$ cat src/rtl/negexp_pkg.sv
package negexp_pkg;

  localparam int Q_W = 16;  // result width, 15 fractional bits

  // e^-(2^-s) in Q30 by a truncated power series, integer only
  function automatic longint step_ratio_q30(input int s);
    longint acc;
    longint term;
    acc  = longint'(1) <<< 40;
    term = longint'(1) <<< 40;
    for (int n = 1; n < 12; n++) begin
      term = -(term / (longint'(n) <<< s));
      acc  = acc + term;
    end
    return acc >>> 10;
  endfunction

  // sample k of round(32768*e^-(k*2^-s)), clamped to 0x7FFF; zero past n_ent
  function automatic logic [Q_W-1:0] sample_val(input int k, input int s, input int n_ent);
    longint v;
    longint r;
    longint q;
    if (k >= n_ent) return '0;
    r = step_ratio_q30(s);
    v = longint'(1) <<< 31;  // 32768 scaled by 2^16
    for (int j = 0; j < k; j++) v = (v * r) >>> 30;
    q = (v + (longint'(1) <<< 15)) >>> 16;
    if (q > 32767) q = 32767;
    return Q_W'(q);
  endfunction

endpackage

$ cat src/rtl/negexp_rom.sv
module negexp_rom
  import negexp_pkg::*;
#(
  parameter int STEP_LOG2 = 3,
  parameter int IDX_W     = 6
) (
  input  logic [IDX_W-1:0] idx,
  input  logic             sat,
  output logic [Q_W-1:0]   base,
  output logic [Q_W-1:0]   delta
);

  localparam int N_ENT = 1 << IDX_W;

  logic [Q_W-1:0]  tab [N_ENT+1];
  logic [IDX_W:0]  cur_i;
  logic [IDX_W:0]  nxt_i;

  for (genvar g = 0; g <= N_ENT; g++) begin : g_tab
    assign tab[g] = sample_val(g, STEP_LOG2, N_ENT);
  end

  assign cur_i = {1'b0, idx};
  assign nxt_i = cur_i + 1'b1;

  always_comb begin
    if (sat) begin
      base  = '0;
      delta = '0;
    end else begin
      base  = tab[cur_i];
      delta = tab[cur_i] - tab[nxt_i];
    end
  end

  // neighbouring samples never rise
  always_comb begin
    a_r8_tab_order: assert (tab[cur_i] >= tab[nxt_i]);
  end

endmodule

$ cat src/rtl/negexp_shiftadd_mul.sv
module negexp_shiftadd_mul #(
  parameter int A_W = 16,
  parameter int B_W = 6
) (
  input  logic               clk,
  input  logic               rst_n,
  input  logic               start,
  input  logic [A_W-1:0]     mcand,
  input  logic [B_W-1:0]     mplier,
  output logic               busy,
  output logic               done,
  output logic [A_W+B_W-1:0] prod
);

  localparam int P_W   = A_W + B_W;
  localparam int CNT_W = (B_W > 1) ? $clog2(B_W) : 1;
  localparam logic [CNT_W-1:0] LAST = CNT_W'(B_W - 1);

  logic [P_W-1:0]   mc_q,  mc_d;
  logic [B_W-1:0]   mp_q,  mp_d;
  logic [P_W-1:0]   acc_q, acc_d;
  logic [CNT_W-1:0] cnt_q, cnt_d;
  logic             busy_q, busy_d;
  logic             done_q, done_d;

  always_comb begin
    mc_d   = mc_q;
    mp_d   = mp_q;
    acc_d  = acc_q;
    cnt_d  = cnt_q;
    busy_d = busy_q;
    done_d = 1'b0;
    if (start && !busy_q) begin
      mc_d   = {{B_W{1'b0}}, mcand};
      mp_d   = mplier;
      acc_d  = '0;
      cnt_d  = '0;
      busy_d = 1'b1;
    end else if (busy_q) begin
      if (mp_q[0]) acc_d = acc_q + mc_q;
      mc_d  = mc_q << 1;
      mp_d  = mp_q >> 1;
      cnt_d = cnt_q + 1'b1;
      if (cnt_q == LAST) begin
        busy_d = 1'b0;
        done_d = 1'b1;
      end
    end
  end

  always_ff @(posedge clk or negedge rst_n) begin
    if (!rst_n) begin
      mc_q   <= '0;
      mp_q   <= '0;
      acc_q  <= '0;
      cnt_q  <= '0;
      busy_q <= 1'b0;
      done_q <= 1'b0;
    end else begin
      mc_q   <= mc_d;
      mp_q   <= mp_d;
      acc_q  <= acc_d;
      cnt_q  <= cnt_d;
      busy_q <= busy_d;
      done_q <= done_d;
    end
  end

  assign busy = busy_q;
  assign done = done_q;
  assign prod = acc_q;

  // completion only follows a running product
  a_r2_done_after_busy: assert property (@(posedge clk) disable iff (!rst_n)
    done_q |-> $past(busy_q));
  // step counter stays within the multiplier width
  a_r2_cnt_bound: assert property (@(posedge clk) disable iff (!rst_n)
    busy_q |-> (cnt_q <= LAST));
  // no restart while a product runs
  a_r7_no_restart: assert property (@(posedge clk) disable iff (!rst_n)
    busy_q |=> $stable(mp_q) || (mp_q == ($past(mp_q) >> 1)));

endmodule

$ cat src/rtl/negexp_interp.sv
module negexp_interp
  import negexp_pkg::*;
#(
  parameter int INT_W  = 4,
  parameter int FRAC_W = 6,
  localparam int STEP_LOG2 = 3,
  localparam int IDX_W     = 6,
  localparam int X_W       = INT_W + STEP_LOG2 + FRAC_W
) (
  input  logic           clk,
  input  logic           rst_n,
  input  logic           arg_vld,
  input  logic [X_W-1:0] arg_x,
  output logic           res_vld,
  output logic [Q_W-1:0] res_val
);

  localparam int P_W   = Q_W + FRAC_W;
  localparam int HI_W  = X_W - FRAC_W - IDX_W;

  // reset: asynchronous assertion, synchronous release
  logic [1:0] rst_sync_q;
  logic       rst_i;
  always_ff @(posedge clk or negedge rst_n) begin
    if (!rst_n) rst_sync_q <= 2'b00;
    else        rst_sync_q <= {rst_sync_q[0], 1'b1};
  end
  assign rst_i = rst_sync_q[1];

  // argument split
  logic [IDX_W-1:0]  idx;
  logic [FRAC_W-1:0] frac;
  logic [HI_W-1:0]   hi;
  logic              sat;
  assign frac = arg_x[FRAC_W-1:0];
  assign idx  = arg_x[FRAC_W +: IDX_W];
  assign hi   = arg_x[X_W-1 -: HI_W];
  assign sat  = |hi;

  logic [Q_W-1:0] base, delta;
  negexp_rom #(.STEP_LOG2(STEP_LOG2), .IDX_W(IDX_W)) rom_i (
    .idx(idx), .sat(sat), .base(base), .delta(delta)
  );

  logic           run_q, run_d;
  logic [Q_W-1:0] a_q, a_d;
  logic           sat_q, sat_d;
  logic           vld_q, vld_d;
  logic [Q_W-1:0] val_q, val_d;
  logic           accept;
  logic           mul_busy, mul_done;
  logic [P_W-1:0] prod;

  assign accept = arg_vld && !run_q;

  negexp_shiftadd_mul #(.A_W(Q_W), .B_W(FRAC_W)) mul_i (
    .clk(clk), .rst_n(rst_i), .start(accept), .mcand(delta), .mplier(frac),
    .busy(mul_busy), .done(mul_done), .prod(prod)
  );

  // rounded blend and subtraction at full width
  logic [P_W:0] rsum;
  logic [P_W:0] dfull;
  assign rsum  = {1'b0, prod} + (P_W+1)'(1 << (FRAC_W - 1));
  assign dfull = ((P_W+1)'(a_q) << FRAC_W) - {rsum[P_W:FRAC_W], {FRAC_W{1'b0}}};

  always_comb begin
    run_d = run_q;
    a_d   = a_q;
    sat_d = sat_q;
    vld_d = 1'b0;
    val_d = val_q;
    if (accept) begin
      run_d = 1'b1;
      a_d   = base;
      sat_d = sat;
    end
    if (mul_done) begin
      run_d = 1'b0;
      vld_d = 1'b1;
      val_d = Q_W'(dfull >> FRAC_W);
    end
  end

  always_ff @(posedge clk or negedge rst_i) begin
    if (!rst_i) begin
      run_q <= 1'b0;
      a_q   <= '0;
      sat_q <= 1'b0;
      vld_q <= 1'b0;
      val_q <= '0;
    end else begin
      run_q <= run_d;
      a_q   <= a_d;
      sat_q <= sat_d;
      vld_q <= vld_d;
      val_q <= val_d;
    end
  end

  assign res_vld = vld_q;
  assign res_val = val_q;

  // the blend never borrows below zero
  always_comb begin
    if (mul_done) a_r9_no_borrow: assert (!dfull[P_W]);
  end

  // result strobe lasts one cycle
  a_r2_single_pulse: assert property (@(posedge clk) disable iff (!rst_i)
    vld_q |=> !vld_q);
  // saturated arguments finish at exactly zero
  a_r6_sat_zero: assert property (@(posedge clk) disable iff (!rst_i)
    (vld_q && sat_q) |-> (val_q == '0));
  // result stays at or below 0x7FFF
  a_r9_ceiling: assert property (@(posedge clk) disable iff (!rst_i)
    vld_q |-> !val_q[Q_W-1]);
  // a strobe during a run leaves the captured sample alone
  a_r7_hold: assert property (@(posedge clk) disable iff (!rst_i)
    (run_q && arg_vld) |=> $stable(a_q));
  // the multiplier is busy for the whole run
  a_r7_run_cover: assert property (@(posedge clk) disable iff (!rst_i)
    mul_busy |-> run_q);

endmodule

$ cat config.mk
export PLATFORM = sky130hd
export DESIGN_NAME = negexp_interp
export DESIGN_NICKNAME = d
export VERILOG_FILES = /design/src/rtl/negexp_pkg.sv /design/src/rtl/negexp_rom.sv /design/src/rtl/negexp_shiftadd_mul.sv /design/src/rtl/negexp_interp.sv
export SDC_FILE = /design/constraint.sdc
export NUM_CORES = 1
export LEC_CHECK = 0
export ABC_AREA = 1
export CAP_MARGIN = 20
export CORE_AREA = 2 2 160 162
export DETAILED_ROUTE_END_ITERATION = 8
export DIE_AREA = 0 0 162 164
export HOLD_SLACK_MARGIN = 0.05
export PLACE_DENSITY = 0.59
export SYNTH_ARGS = -nofsm -noshare
export SYNTH_HDL_FRONTEND = slang
export SYNTH_HIERARCHICAL = 1
export SYNTH_SLANG_ARGS = --single-unit
$ cat constraint.sdc
create_clock -name clk -period 3.8 [get_ports clk]
set_input_delay 1.14 -clock clk [delete_from_list [all_inputs] [get_ports clk]]
set_output_delay 1.14 -clock clk [all_outputs]
set_load 0.01 [all_outputs]
==> results.rst <==
.. list-table::
   :header-rows: 1

   * - Metric
     - Value
   * - Area growth from synthesis to layout
     - 29.4%
   * - Global routing met3 resource utilization
     - 3.11%
   * - Core utilization of the finished layout
     - 51.1%
   * - Fin. Hold Viols
     - 0
   * - Number of sinks driven by the clock tree
     - 91
   * - Maximum frequency from static timing analysis
     - 0.272 GHz
   * - Clock Skews
     - 13.3 ps
   * - Count of inserted antenna diode cells
     - 0
   * - Final setup TNS
     - 0 ps
   * - Static leakage
     - 6.80 nW
   * - Final number of max-transition violations
     - 0
   * - Die boundary height
     - 164 um
   * - Largest vdd supply drop
     - 0.325 mV
   * - Final WL
     - 32.6 mm
   * - Average footprint of a synthesized cell
     - 6.09 um^2
   * - CTS Buf Count
     - 9
   * - Arrival time of the worst setup path
     - 3950 ps
   * - Final-stage net count
     - 1912
   * - Core outline area
     - 0.0248 mm^2
   * - Type of the worst min-delay path
     - flip-flop to flip-flop
   * - Number of synthesized flops with an enable pin
     - 0
   * - Via count of the first global-routing pass
     - 10500
   * - Global routing met1 resource utilization
     - 32.5%
   * - Startpoint kind of the worst setup timing path
     - input pin
   * - Final critical-path setup slack
     - 120 ps
   * - Non-Filler Cell Area, Final
     - 0.0127 mm^2
   * - Post-Place Worst Slack
     - -754 ps
   * - Initial cell density of the core
     - 39.5%
   * - Crit path time final
     - 3680 ps
   * - Count of cell types in the netlist
     - 49
   * - Die outline area
     - 0.0266 mm^2
   * - Critical path data required time
     - 4070 ps
   * - Worst Max-Slew Pin Slew
     - 923 ps
   * - Post-DP Area
     - 0.0117 mm^2
   * - Clock network latency to the later pin of the worst-skew pair
     - 360 ps
   * - HPWL reported at the end of detailed placement
     - 25.7 mm
   * - Wire length of the first global-routing pass
     - 52.9 mm
   * - Fraction of registers with async set/reset
     - 100%
   * - Via count
     - 10800
   * - Grt peak-use layer
     - met2
   * - Total GRT Usage
     - 24.9%
   * - Ys flop type
     - sky130_fd_sc_hd__dfrtp_1
   * - Filler instances
     - 2584
   * - Power density cells
     - 530 mW/mm^2
   * - Flop and latch count out of synthesis
     - 91
   * - Via count normalized by instance count
     - 5.04
   * - Site row count
     - 58
   * - Power Total
     - 6.72 mW
   * - Reported max-cap violation count
     - 0
   * - Detail Route Antenna Nets
     - 0
   * - Max Buffers Root-to-Sink
     - 2
   * - Unrepaired setup endpoints after global routing
     - true
   * - CTS tree
     - built
   * - Largest net degree at the start of global routing
     - 70
   * - Global-route track usage on met2
     - 41.4%
   * - Category of the worst setup path capture point
     - flip-flop
   * - Mapped Area
     - 0.00980 mm^2
   * - Syn_nets
     - 1705
   * - Clock root buffer master
     - sky130_fd_sc_hd__clkbuf_16
   * - Count of input and output buffers
     - 32
   * - Die width
     - 162 um
   * - Synthesized instance count
     - 1609
   * - Headroom to the max-slew limit
     - 38.4%
   * - Depth of the CTS H-tree
     - 3
   * - Share of cells above drive strength 1
     - 21.3%
   * - Detailed-route DRC error count
     - 0
   * - Routed WL per cell
     - 15.1 um
   * - Final Wtd Congestion
     - 0.945
   * - Critical path class
     - input pin to flip-flop
   * - Endpoints failing setup
     - 0
   * - Detailed Routing Iterations Pass 1
     - 5
   * - Hold buffers post-CTS
     - 0
   * - Aggregate global routing overflow
     - 0
   * - Sequential element share of the synthesized area
     - 23.2%
   * - YS warnings
     - 6
   * - Boundary pin count
     - 33
   * - Maximum fanout count along the critical path
     - 7
   * - Clock transition at the register clock pins on the worst setup and hold paths after CTS
     - 70 ps
   * - Period utilisation layout
     - 96.8%
   * - Outcome
     - complete, no violations
   * - Initial antenna violation count
     - 0
   * - Number of DRC violations after detailed-routing iteration 0
     - 678
## timing repair
item / CTS / global route
gates cloned: 0 / 2
setup endpoints to repair: 14 / 13
pin swaps: 10 / 38
gates resized for setup: 46 / 84
setup buffers: 5 / 15
## sequential cells by signal, indices dropped and copies added (netlist names)
register	count
mul_i/mc_q	22
mul_i/prod	22
a_q	16
res_val	16
mul_i/mp_q	6
mul_i/cnt_q	3
rst_sync_q	2
mul_i/busy	1
mul_i/done	1
res_vld	1
run_q	1
## cells in the final DEF, fill, tap and decap left out, drive strengths merged, types with 2 or more instances in the layout
cell type and instances:
a21oi 57, a22oi 5, a31oi 2, and2 5, buf 215, clkbuf 10
clkdlybuf4s50 27, clkinv 3, conb 2, dfrtp 91, dlymetal6s2s 2, fa 3
ha 77, inv 212, nand2 648, nand3 138, nand3b 12, nand4 12
nor2 139, nor3 12, o2111ai 2, o211ai 17, o21ai 85, o221ai 5
o22ai 8, o31ai 2, or2 2, xnor2 9, xor2 12
## worst max-delay path, cell delays in order
cell and delay (ps):
sky130_fd_sc_hd__buf_4 130, sky130_fd_sc_hd__ha_4 170, sky130_fd_sc_hd__ha_4 290, sky130_fd_sc_hd__clkinvlp_4 230, sky130_fd_sc_hd__buf_6 200, sky130_fd_sc_hd__nand2_1 100
sky130_fd_sc_hd__buf_6 120, sky130_fd_sc_hd__nand2_1 50, sky130_fd_sc_hd__nand2_1 70, sky130_fd_sc_hd__nand4_1 90, sky130_fd_sc_hd__nand3_1 110, sky130_fd_sc_hd__nand2_2 80
sky130_fd_sc_hd__ha_4 300, sky130_fd_sc_hd__nand2_2 50, sky130_fd_sc_hd__nor2_2 140, sky130_fd_sc_hd__nand2_2 90, sky130_fd_sc_hd__nand3_4 120, sky130_fd_sc_hd__nand2_4 60
sky130_fd_sc_hd__nand3_2 60, sky130_fd_sc_hd__nand2_1 40, sky130_fd_sc_hd__nor2_1 120, sky130_fd_sc_hd__nand2_1 60, sky130_fd_sc_hd__o211ai_1 100
## path summary, 6_finish.rpt
kind / from / to / slack, ps / depth (start not counted)
max in group asynchronous: rst_sync_q[1] / a_q[6] / 2490 / 1
min in group asynchronous: rst_sync_q[1] / res_vld / 470 / 0
max reg2reg: mul_i/prod[5] / res_val[14] / 1130 / 16
min: rst_sync_q[0] / rst_sync_q[1] / 360 / 0
max: arg_x[7] / mul_i/mc_q[14] / 120 / 23
min reg2reg: rst_sync_q[0] / rst_sync_q[1] / 360 / 0
## per-layer routing
| layer | routed length [um] | part of all wire, % |
|---|---|---|
| met5 | 0 | 0 |
| met4 | 1340 | 4.1 |
| met3 | 1410 | 4.3 |
| met2 | 14700 | 45 |
| met1 | 15200 | 47 |
## power breakdown
| group | internal [mW] | leakage [nW] | switching (mW) |
|---|---|---|---|
| Sequential | 1.34 | 1.19 | 0.355 |
| Clock | 0.470 | 0.148 | 0.456 |
| Combinational | 1.66 | 5.47 | 2.44 |
## logic make-up after synthesis
| logic type | count (synthesis) | share of synthesized area, % |
|---|---|---|
| other | 2 | 0.0766 |
| buffers and inverters | 260 | 11.3 |
| adders and majority gates | 80 | 10.4 |
| xor gates and xnor gates | 21 | 1.88 |
| and+or+nand+nor | 968 | 42.2 |
| DFF | 91 | 23.2 |
| AOI/OAI and AO/OA | 187 | 10.8 |
## layout make-up
type | instances | area (um^2) | area share, %
clock buffer | 9 | 225 | 1.78
clock inverter | 7 | 73.8 | 0.582
inverter | 209 | 796 | 6.27
multi-input combinational | 1260 | 6870 | 54.2
sequential | 91 | 2280 | 18.0
tap | 330 | 413 | 3.26
timing repair buffer | 245 | 2030 | 16.0
## cells in the mapped netlist (3+ instances only)
cell type / instances / area share (%)
sky130_fd_sc_hd__inv_1: 189 / 7.2
sky130_fd_sc_hd__ha_1: 77 / 9.8
sky130_fd_sc_hd__dfrtp_1: 91 / 23
sky130_fd_sc_hd__clkbuf_1: 9 / 0.34
sky130_fd_sc_hd__buf_2: 20 / 1.0
sky130_fd_sc_hd__inv_2: 17 / 0.65
sky130_fd_sc_hd__o21ai_0: 74 / 3.8
sky130_fd_sc_hd__xor2_1: 12 / 1.1
sky130_fd_sc_hd__xnor2_1: 9 / 0.80
sky130_fd_sc_hd__o21ai_1: 10 / 0.51
sky130_fd_sc_hd__o211ai_1: 17 / 1.3
sky130_fd_sc_hd__nor2_1: 117 / 4.5
sky130_fd_sc_hd__buf_4: 14 / 1.1
sky130_fd_sc_hd__nor3_1: 11 / 0.56
sky130_fd_sc_hd__nor2_2: 11 / 0.70
sky130_fd_sc_hd__o221ai_1: 5 / 0.45
sky130_fd_sc_hd__nand2_2: 22 / 1.4
sky130_fd_sc_hd__buf_6: 7 / 0.80
sky130_fd_sc_hd__a21oi_1: 55 / 2.8
sky130_fd_sc_hd__nand4_1: 12 / 0.77
sky130_fd_sc_hd__a22oi_1: 5 / 0.38
sky130_fd_sc_hd__nand3_2: 5 / 0.51
sky130_fd_sc_hd__nor2_4: 10 / 1.1
sky130_fd_sc_hd__nand2_1: 622 / 24
sky130_fd_sc_hd__nand3b_1: 12 / 0.92
sky130_fd_sc_hd__nand3_1: 133 / 6.8
sky130_fd_sc_hd__fa_1: 3 / 0.61
sky130_fd_sc_hd__and2_1: 5 / 0.32
sky130_fd_sc_hd__o22ai_1: 8 / 0.51
## metrics by stage
stage	instances	hold WS (ps)
final	2151	355
after CTS	2134	357
after global routing	2151	380
after detailed placement	2113	341
after global placement	2113	338
after floorplan	1609	331
Power figures use the tool's default switching activity.
